`src/rtl/sd_cmd_engine.sv`:
```
module sd_cmd_engine #(
  parameter int POLL_MAX = 9,
  parameter int BUSY_MAX = 65536
) (
  input  logic        clk,
  input  logic        rst_n,
  input  logic        start,
  input  logic [5:0]  cmd_index,
  input  logic [31:0] arg,
  input  logic [1:0]  resp_type,
  output logic        done,
  output logic [7:0]  r1,
  output logic [31:0] resp_data,
  output logic        timeout,
  output logic        cs_n,
  output logic [7:0]  tx_byte,
  output logic        xfer_req,
  input  logic [7:0]  rx_byte,
  input  logic        xfer_done
);
  localparam int LIM = (BUSY_MAX > POLL_MAX) ? BUSY_MAX : POLL_MAX;
  localparam int CW  = $clog2(LIM + 1);

  typedef enum logic [2:0] {S_IDLE, S_CMD, S_POLL, S_DATA, S_BUSY, S_REL} st_t;

  st_t         st;
  logic [47:0] frame;
  logic [1:0]  rtype;
  logic [CW-1:0] cnt;

  function automatic logic [6:0] crc7(input logic [39:0] d);
    logic [6:0] c;
    logic fb;
    c = '0;
    for (int i = 39; i >= 0; i--) begin
      fb = c[6] ^ d[i];
      c  = {c[5:0], 1'b0};
      if (fb) c = c ^ 7'h09;
    end
    return c;
  endfunction

  wire [39:0] head    = {2'b01, cmd_index, arg};
  wire [7:0]  tx_next = (st == S_CMD) ? frame[47:40] : 8'hFF;
  wire        got     = xfer_req && xfer_done;

  always_ff @(posedge clk) begin
    if (!rst_n) begin
      st        <= S_IDLE;
      frame     <= '0;
      rtype     <= '0;
      cnt       <= '0;
      done      <= 1'b0;
      r1        <= 8'hFF;
      resp_data <= '0;
      timeout   <= 1'b0;
      cs_n      <= 1'b1;
      tx_byte   <= 8'hFF;
      xfer_req  <= 1'b0;
    end else begin
      done <= 1'b0;
      if (st == S_IDLE) begin
        if (start) begin
          frame     <= {head, crc7(head), 1'b1};
          rtype     <= resp_type;
          cnt       <= '0;
          r1        <= 8'hFF;
          resp_data <= '0;
          timeout   <= 1'b0;
          cs_n      <= 1'b0;
          st        <= S_CMD;
        end
      end else if (got) begin
        xfer_req <= 1'b0;
        case (st)
          S_CMD: begin
            frame <= frame << 8;
            if (cnt == CW'(5)) begin
              cnt <= '0;
              st  <= S_POLL;
            end else begin
              cnt <= cnt + 1'b1;
            end
          end
          S_POLL: begin
            if (!rx_byte[7]) begin
              r1  <= rx_byte;
              cnt <= '0;
              if (rtype == 2'd1) begin
                st <= S_BUSY;
              end else if (rtype[1] && !rx_byte[2]) begin
                st <= S_DATA;
              end else begin
                st   <= S_REL;
                cs_n <= 1'b1;
              end
            end else if (cnt == CW'(POLL_MAX - 1)) begin
              timeout <= 1'b1;
              st      <= S_REL;
              cs_n    <= 1'b1;
            end else begin
              cnt <= cnt + 1'b1;
            end
          end
          S_DATA: begin
            resp_data <= {resp_data[23:0], rx_byte};
            if (cnt == CW'(3)) begin
              st   <= S_REL;
              cs_n <= 1'b1;
            end else begin
              cnt <= cnt + 1'b1;
            end
          end
          S_BUSY: begin
            if (rx_byte == 8'hFF) begin
              st   <= S_REL;
              cs_n <= 1'b1;
            end else if (cnt == CW'(BUSY_MAX - 1)) begin
              timeout <= 1'b1;
              st      <= S_REL;
              cs_n    <= 1'b1;
            end else begin
              cnt <= cnt + 1'b1;
            end
          end
          default: begin
            st   <= S_IDLE;
            done <= 1'b1;
          end
        endcase
      end else if (!xfer_req) begin
        xfer_req <= 1'b1;
        tx_byte  <= tx_next;
      end
    end
  end
endmodule

```
`config.mk`:
```
export PLATFORM = sky130hd
export DESIGN_NAME = sd_cmd_engine
export DESIGN_NICKNAME = d
export VERILOG_FILES = /design/src/rtl/sd_cmd_engine.sv
export SDC_FILE = /design/constraint.sdc
export NUM_CORES = 1
export LEC_CHECK = 0
export CAP_MARGIN = 40
export CORE_MARGIN = 5
export CORE_UTILIZATION = 55
export CTS_BUF_LIST = sky130_fd_sc_hd__clkbuf_4 sky130_fd_sc_hd__clkbuf_8 sky130_fd_sc_hd__clkbuf_16
export DETAILED_ROUTE_END_ITERATION = 7
export DONT_BUFFER_PORTS = 1
export PLACE_DENSITY = 0.7
export SETUP_SLACK_MARGIN = 0.2
export SKIP_CTS_REPAIR_TIMING = 1
export SYNTH_ARGS = -nofsm -noshare
export SYNTH_HDL_FRONTEND = slang
export SYNTH_SLANG_ARGS = --single-unit
```
`constraint.sdc`:
```
create_clock -name clk -period 4.4 [get_ports clk]
set_input_delay 0.22 -clock clk [delete_from_list [all_inputs] [get_ports clk]]
set_output_delay 0.22 -clock clk [all_outputs]
set_load 0.05 [all_outputs]
```
Word-level counts from Yosys, hierarchy flattened
Cells that the tools add are included.
{"block": "word_totals", "register_bits": 122, "input_bits": 52, "out_inout_bits": 52, "elab_cells": 350}
{"block": "classes", "addsub": 1, "n_eq_ne": 25, "mux": 210, "n_bitwise": 81, "n_reduce_logical": 22}
{"op": "$mux 7", "count": 117}
{"op": "$mux 48", "count": 4}
{"op": "$mux 4", "count": 39}
{"op": "$mux 17", "count": 9}
{"op": "$mux 32", "count": 4}
{"op": "$not 2->2", "count": 39}
{"op": "$pmux 17 s4", "count": 1}
{"op": "$mux 8", "count": 6}
{"op": "$xor 1x1->1", "count": 38}
{"op": "$mux 3", "count": 11}
{"op": "$ne 3x3->1 const B", "count": 7}
{"op": "$ne 4x4->1 const B", "count": 5}
{"op": "$add 17x1->17 const B", "count": 1}
{"op": "$eq 17x16->1 const B", "count": 1}
{"op": "$eq 17x2->1 const B", "count": 1}
{"op": "$eq 17x3->1 const B", "count": 1}
{"op": "$eq 17x4->1 const B", "count": 1}
{"op": "$mux 1", "count": 16}
{"op": "$reduce_and 7->1", "count": 2}
{"op": "$pmux 3 s4", "count": 1}
{"op": "$reduce_and 3->1", "count": 3}
{"op": "$eq 8x8->1 const B", "count": 1}
{"op": "$reduce_and 8->1", "count": 1}
{"op": "$reduce_bool 2->1", "count": 4}
{"op": "other kinds (21)", "count": 26}

Depth between registers and ports, before layout
{"block": "logic_depth", "depth_word": 197, "ltp_mapped": 14, "depth_no_buf": 13}

Least setup slack after synthesis
Ideal clock, no wire load.
{"block": "synth_path", "kind": "reg2reg", "startpoint": "reg cnt[0]", "endpoint": "reg cnt[10]", "setup_time_ns": 0.117, "arrival_time_ns": 2.572, "t_required_ns": 4.283, "setup_slack_ns": 1.711, "stages_incl_launch_ff": 13, "n_path_buf": 1, "synth_period_minus_slack_ns": 2.689, "cell_sequence": "dfxtp_1 ha_1 and4_1 and3_1 ha_1 nor3_1 o21ai_0 a21oi_1 a21boi_1 nand2_1 nand2_1 buf_2 nor2_1"}
{"block": "synth_between", "elab_chain_len": 6, "elab_cells_between_ends": 18, "classes_between": "add/sub (1); eq/ne (7); mux (9); reduce/logical (1)"}
{"element": "start, declared", "line": "29", "source": "logic [CW-1:0] cnt;"}
{"element": "start signal, assigned", "line": "82", "source": "cnt <= cnt + 1'b1;"}
{"element": "start signal, assigned", "line": "102", "source": "cnt <= cnt + 1'b1;"}
{"element": "start signal, assigned", "line": "111", "source": "cnt <= cnt + 1'b1;"}
{"element": "$add 17x1->17"}
{"element": "$mux 17 (on tied branches)", "line": "118, 97"}
{"element": "$mux 17 (on tied branches)", "line": "115, 86"}
{"element": "$pmux 17 s4", "line": "75", "source": "case (st)"}
{"element": "$mux 17", "line": "73", "source": "end else if (got) begin"}
{"element": "$mux 17", "line": "62", "source": "if (st == S_IDLE) begin"}
Parallel ways exist; a longest one is shown, timed or not. The select of a mux whose other input is x is not followed.
A chain may end at the register's enable or synchronous reset.

Final worst setup path
{"block": "layout_path", "startpoint": "reg cnt[0]", "endpoint": "reg cnt[4]"}
The elaborated chain is that of the path after synthesis.

==> results.py <==
metrics = {
    "run_status": {
        "status": "finished with violations",
        "violations": "hold timing",
    },
    "cells_and_area": {
        "drive_gt1_frac": 0.0729,
        "fin_area_um2": 7120,
        "final_common_cell": "dfxtp_1",
        "nets": 743,
        "area_growth_syn_to_layout_pct": 17.9,
        "diodes": 0,
        "most-common-layout-cells": "122 x dfxtp_1, 95 x nand2_1, 46 x dlygate4sd3_1, 44 x nor2_1, 42 x xnor2_1",
        "utilization": 0.660,
    },
    "clock_network": {
        "clk_latency_ns": 0.53,
        "cts-root-buf": "clkbuf_8",
        "cts.sinks": 122,
        "clockBufferDepth": 2,
        "htreeDepth": 4,
        "cts-buffers-inserted": 17,
        "cts_tree": "yes",
        "cts.clk_slew.worst_paths_ns": 0.05,
    },
    "critical_path": {
        "crit_type": "flip-flop to flip-flop",
        "r2r-end": "cnt[4]$_SDFFE_PN0P_",
        "r2r_setup_slack_ns": 1.25,
        "slowest_delay_ns": 0.59,
        "crit_buf_inv": 0,
        "r2r_cells": 11,
        "arrival_ns": 3.54,
        "cp_max_fo": 15,
        "r2r-start": "cnt[0]$_SDFFE_PN0P_",
        "start_kind": "flip-flop",
        "critPathTopFamily": "simple AND/OR/NAND/NOR gates",
        "worstPathRequired_ns": 4.79,
        "slowest_stage": "a21boi_1",
        "path_cells": "ha_1 -> and4_1 -> and3_1 -> ha_1 -> nor3_1 -> o21ai_0 -> a21oi_1 -> a21boi_1 -> nand2_1 -> nand2_1 -> nor2_1",
        "cp_num_cells": 11,
        "crit_path_end_kind": "flip-flop",
    },
    "power_and_ir_drop": {
        "clkPwrFrac": 0.258,
        "combPwrFrac": 0.406,
        "power_density_nw_per_um2": 691,
        "swShare": 0.392,
        "ir_drop_mv": 0.581,
        "pwr-share-seq": 0.336,
        "power_switching_mw": 1.93,
        "p_leak_nw": 3.10,
        "intPower_mw": 2.99,
    },
    "timing": {
        "drv_slew": 0,
        "whs_ns": -0.0238,
        "finalCritPeriodShare": 0.716,
        "setup_viol": 0,
        "grt_setup_unrepaired": "no",
        "fin_crit_ns": 3.15,
        "clock_skew_ns": 0.00624,
        "relSlewSlack": 0.495,
        "hold_viol": 1,
        "fin_ws_ns": 1.25,
        "fmax_ghz": 0.318,
        "fin_tns_setup_ns": 0,
        "worst_slew_pin_slew_ns": 0.753,
    },
    "min_path": {
        "hold_path.class": "primary input to flip-flop",
        "hp-start": "arg[6]",
        "worstHoldEndpoint": "frame[14]$_SDFFE_PN0P_",
        "worstHoldPathCells": 3,
    },
    "logic_synthesis": {
        "synth_edf_count": 0,
        "ys_types": 53,
        "avgSynthCellArea_um2": 9.12,
        "seq_area_frac_synth": 0.405,
        "yosysTopAreaCell": "dfxtp_1",
        "synth_top_flop_cell": "dfxtp_1",
        "syn_area_um2": 6040,
        "synth_seq_cells": 122,
        "yosysTopAreaCellShare": 0.405,
        "ys_top_cells_by_area": "dfxtp_1 40%, o211a_1 6.6%, mux2i_1 6.3%, xnor2_1 6.1%, nand2_1 5.9%",
        "syn_inst": 662,
        "synth_fp_nets": 718,
        "async_flop_share": 0,
        "yosysWarningCount": 0,
    },
    "global_route": {
        "grt_overflow_total": 0,
        "grt_usage": 0.216,
        "antenna_found_initial": 0,
        "grt_pass1_wl_um": 22500,
        "grt_max_degree": 109,
        "grt_pass1_vias": 4531,
    },
    "floorplan": {
        "start_util": 0.559,
        "die_w_um": 115,
        "die_y_um": 115,
        "core_area_um2": 10800,
        "fp-row-count": 38,
        "pin_count": 104,
        "die_area_um2": 13200,
    },
    "route": {
        "drt_iter0_markers": 369,
        "wl_um": 14700,
        "antenna_left": 0,
        "wire_per_inst_um": 17.5,
        "vias_per_cell": 5.81,
        "firstDrtPassIters": 5,
        "drc": 0,
        "vias": 4877,
    },
    "placement": {
        "place_congestion": 0.844,
        "place_hpwl_um": 9570,
        "place_ws_ns": 1.24,
        "dpl-instance-area_um2": 6090,
        "place.port_buffers": 0,
    },
    "job": {
        "max-cap-violations": 0,
    },
}
worst min-delay path, stage by stage:
cell and delay [ns]:
mux2i_1 0.05, nand2_1 0.07, o211a_1 0.13
area by class of cell:
type	instances	area [um^2]
clock buffers	20	443
clock inverters	12	100
fillers	870	3670
inverters	7	26.3
multi-input cells	487	3410
flip-flops and latches	122	2440
well taps	140	175
repair buffers	52	526
cell usage after synthesis (9+ instances only):
cell / instances
o211a_1: 40
nand2_1: 95
dfxtp_1: 122
a21boi_0: 34
xnor2_1: 42
clkbuf_1: 40
xor2_1: 16
nand4_1: 9
nor2_1: 44
nand3_1: 41
o21ai_0: 30
xnor3_1: 10
nor3_1: 21
mux2i_1: 38
power groups by stage:
stage | Clock (mW) | Combinational (mW) | Sequential (mW)
floorplan | 0 | 1.68 | 1.59
global route | 1.35 | 2.20 | 1.68
global placement | 0 | 1.89 | 1.66
finish | 1.27 | 2.00 | 1.65
detailed placement | 0 | 1.92 | 1.67
CTS | 1.29 | 1.94 | 1.65
metrics by stage:
step	power, mW	std cells
detailed placement	3.59	761
CTS	4.88	793
floorplan	3.27	662
finish	4.92	840
global route	5.22	840
global placement	3.55	761
sequential cells by signal, indices dropped and copies added, names as in the netlist:
signal and cells:
timeout 1, r1 8, frame 48, resp_data 32, cs_n 1, cnt 17, done 1, tx_byte 8
st 3, rtype 2, xfer_req 1
routing by layer:
| layer | up-vias | global-route usage | share of wire |
|---|---|---|---|
| met1 | 2309 | 0.252 | 0.41 |
| met2 | 175 | 0.345 | 0.48 |
| met5 | - | 0 | 0 |
| met4 | 0 | 0.104 | 0.029 |
| met3 | 32 | 0.0889 | 0.088 |
| li1 | 2361 | - | - |
logic make-up (layout without fill, tap and decap cells):
kind of cell | after synthesis | after routing | share of synthesized area
adders and majority gates | 4 | 4 | 0.00829
AOI/OAI and AO/OA | 130 | 130 | 0.164
DFF | 122 | 122 | 0.405
buffers and inverters | 53 | 91 | 0.0334
xor gates and xnor gates | 74 | 74 | 0.143
and+or+nand+nor | 241 | 241 | 0.184
muxes | 38 | 38 | 0.0630
how the worst max path moves through the flow:
stage,end,start,slack [ns]
floorplan,cnt[10]$_SDFFE_PN0P_,cnt[0]$_SDFFE_PN0P_,1.71
global placement,cnt[0]$_SDFFE_PN0P_,cnt[0]$_SDFFE_PN0P_,1.38
detailed placement,cnt[14]$_SDFFE_PN0P_,cnt[0]$_SDFFE_PN0P_,1.24
CTS,cnt[4]$_SDFFE_PN0P_,cnt[0]$_SDFFE_PN0P_,1.24
global route,cnt[10]$_SDFFE_PN0P_,cnt[0]$_SDFFE_PN0P_,0.87
finish,cnt[4]$_SDFFE_PN0P_,cnt[0]$_SDFFE_PN0P_,1.25
Note: power is estimated with default switching activity, not from simulation.
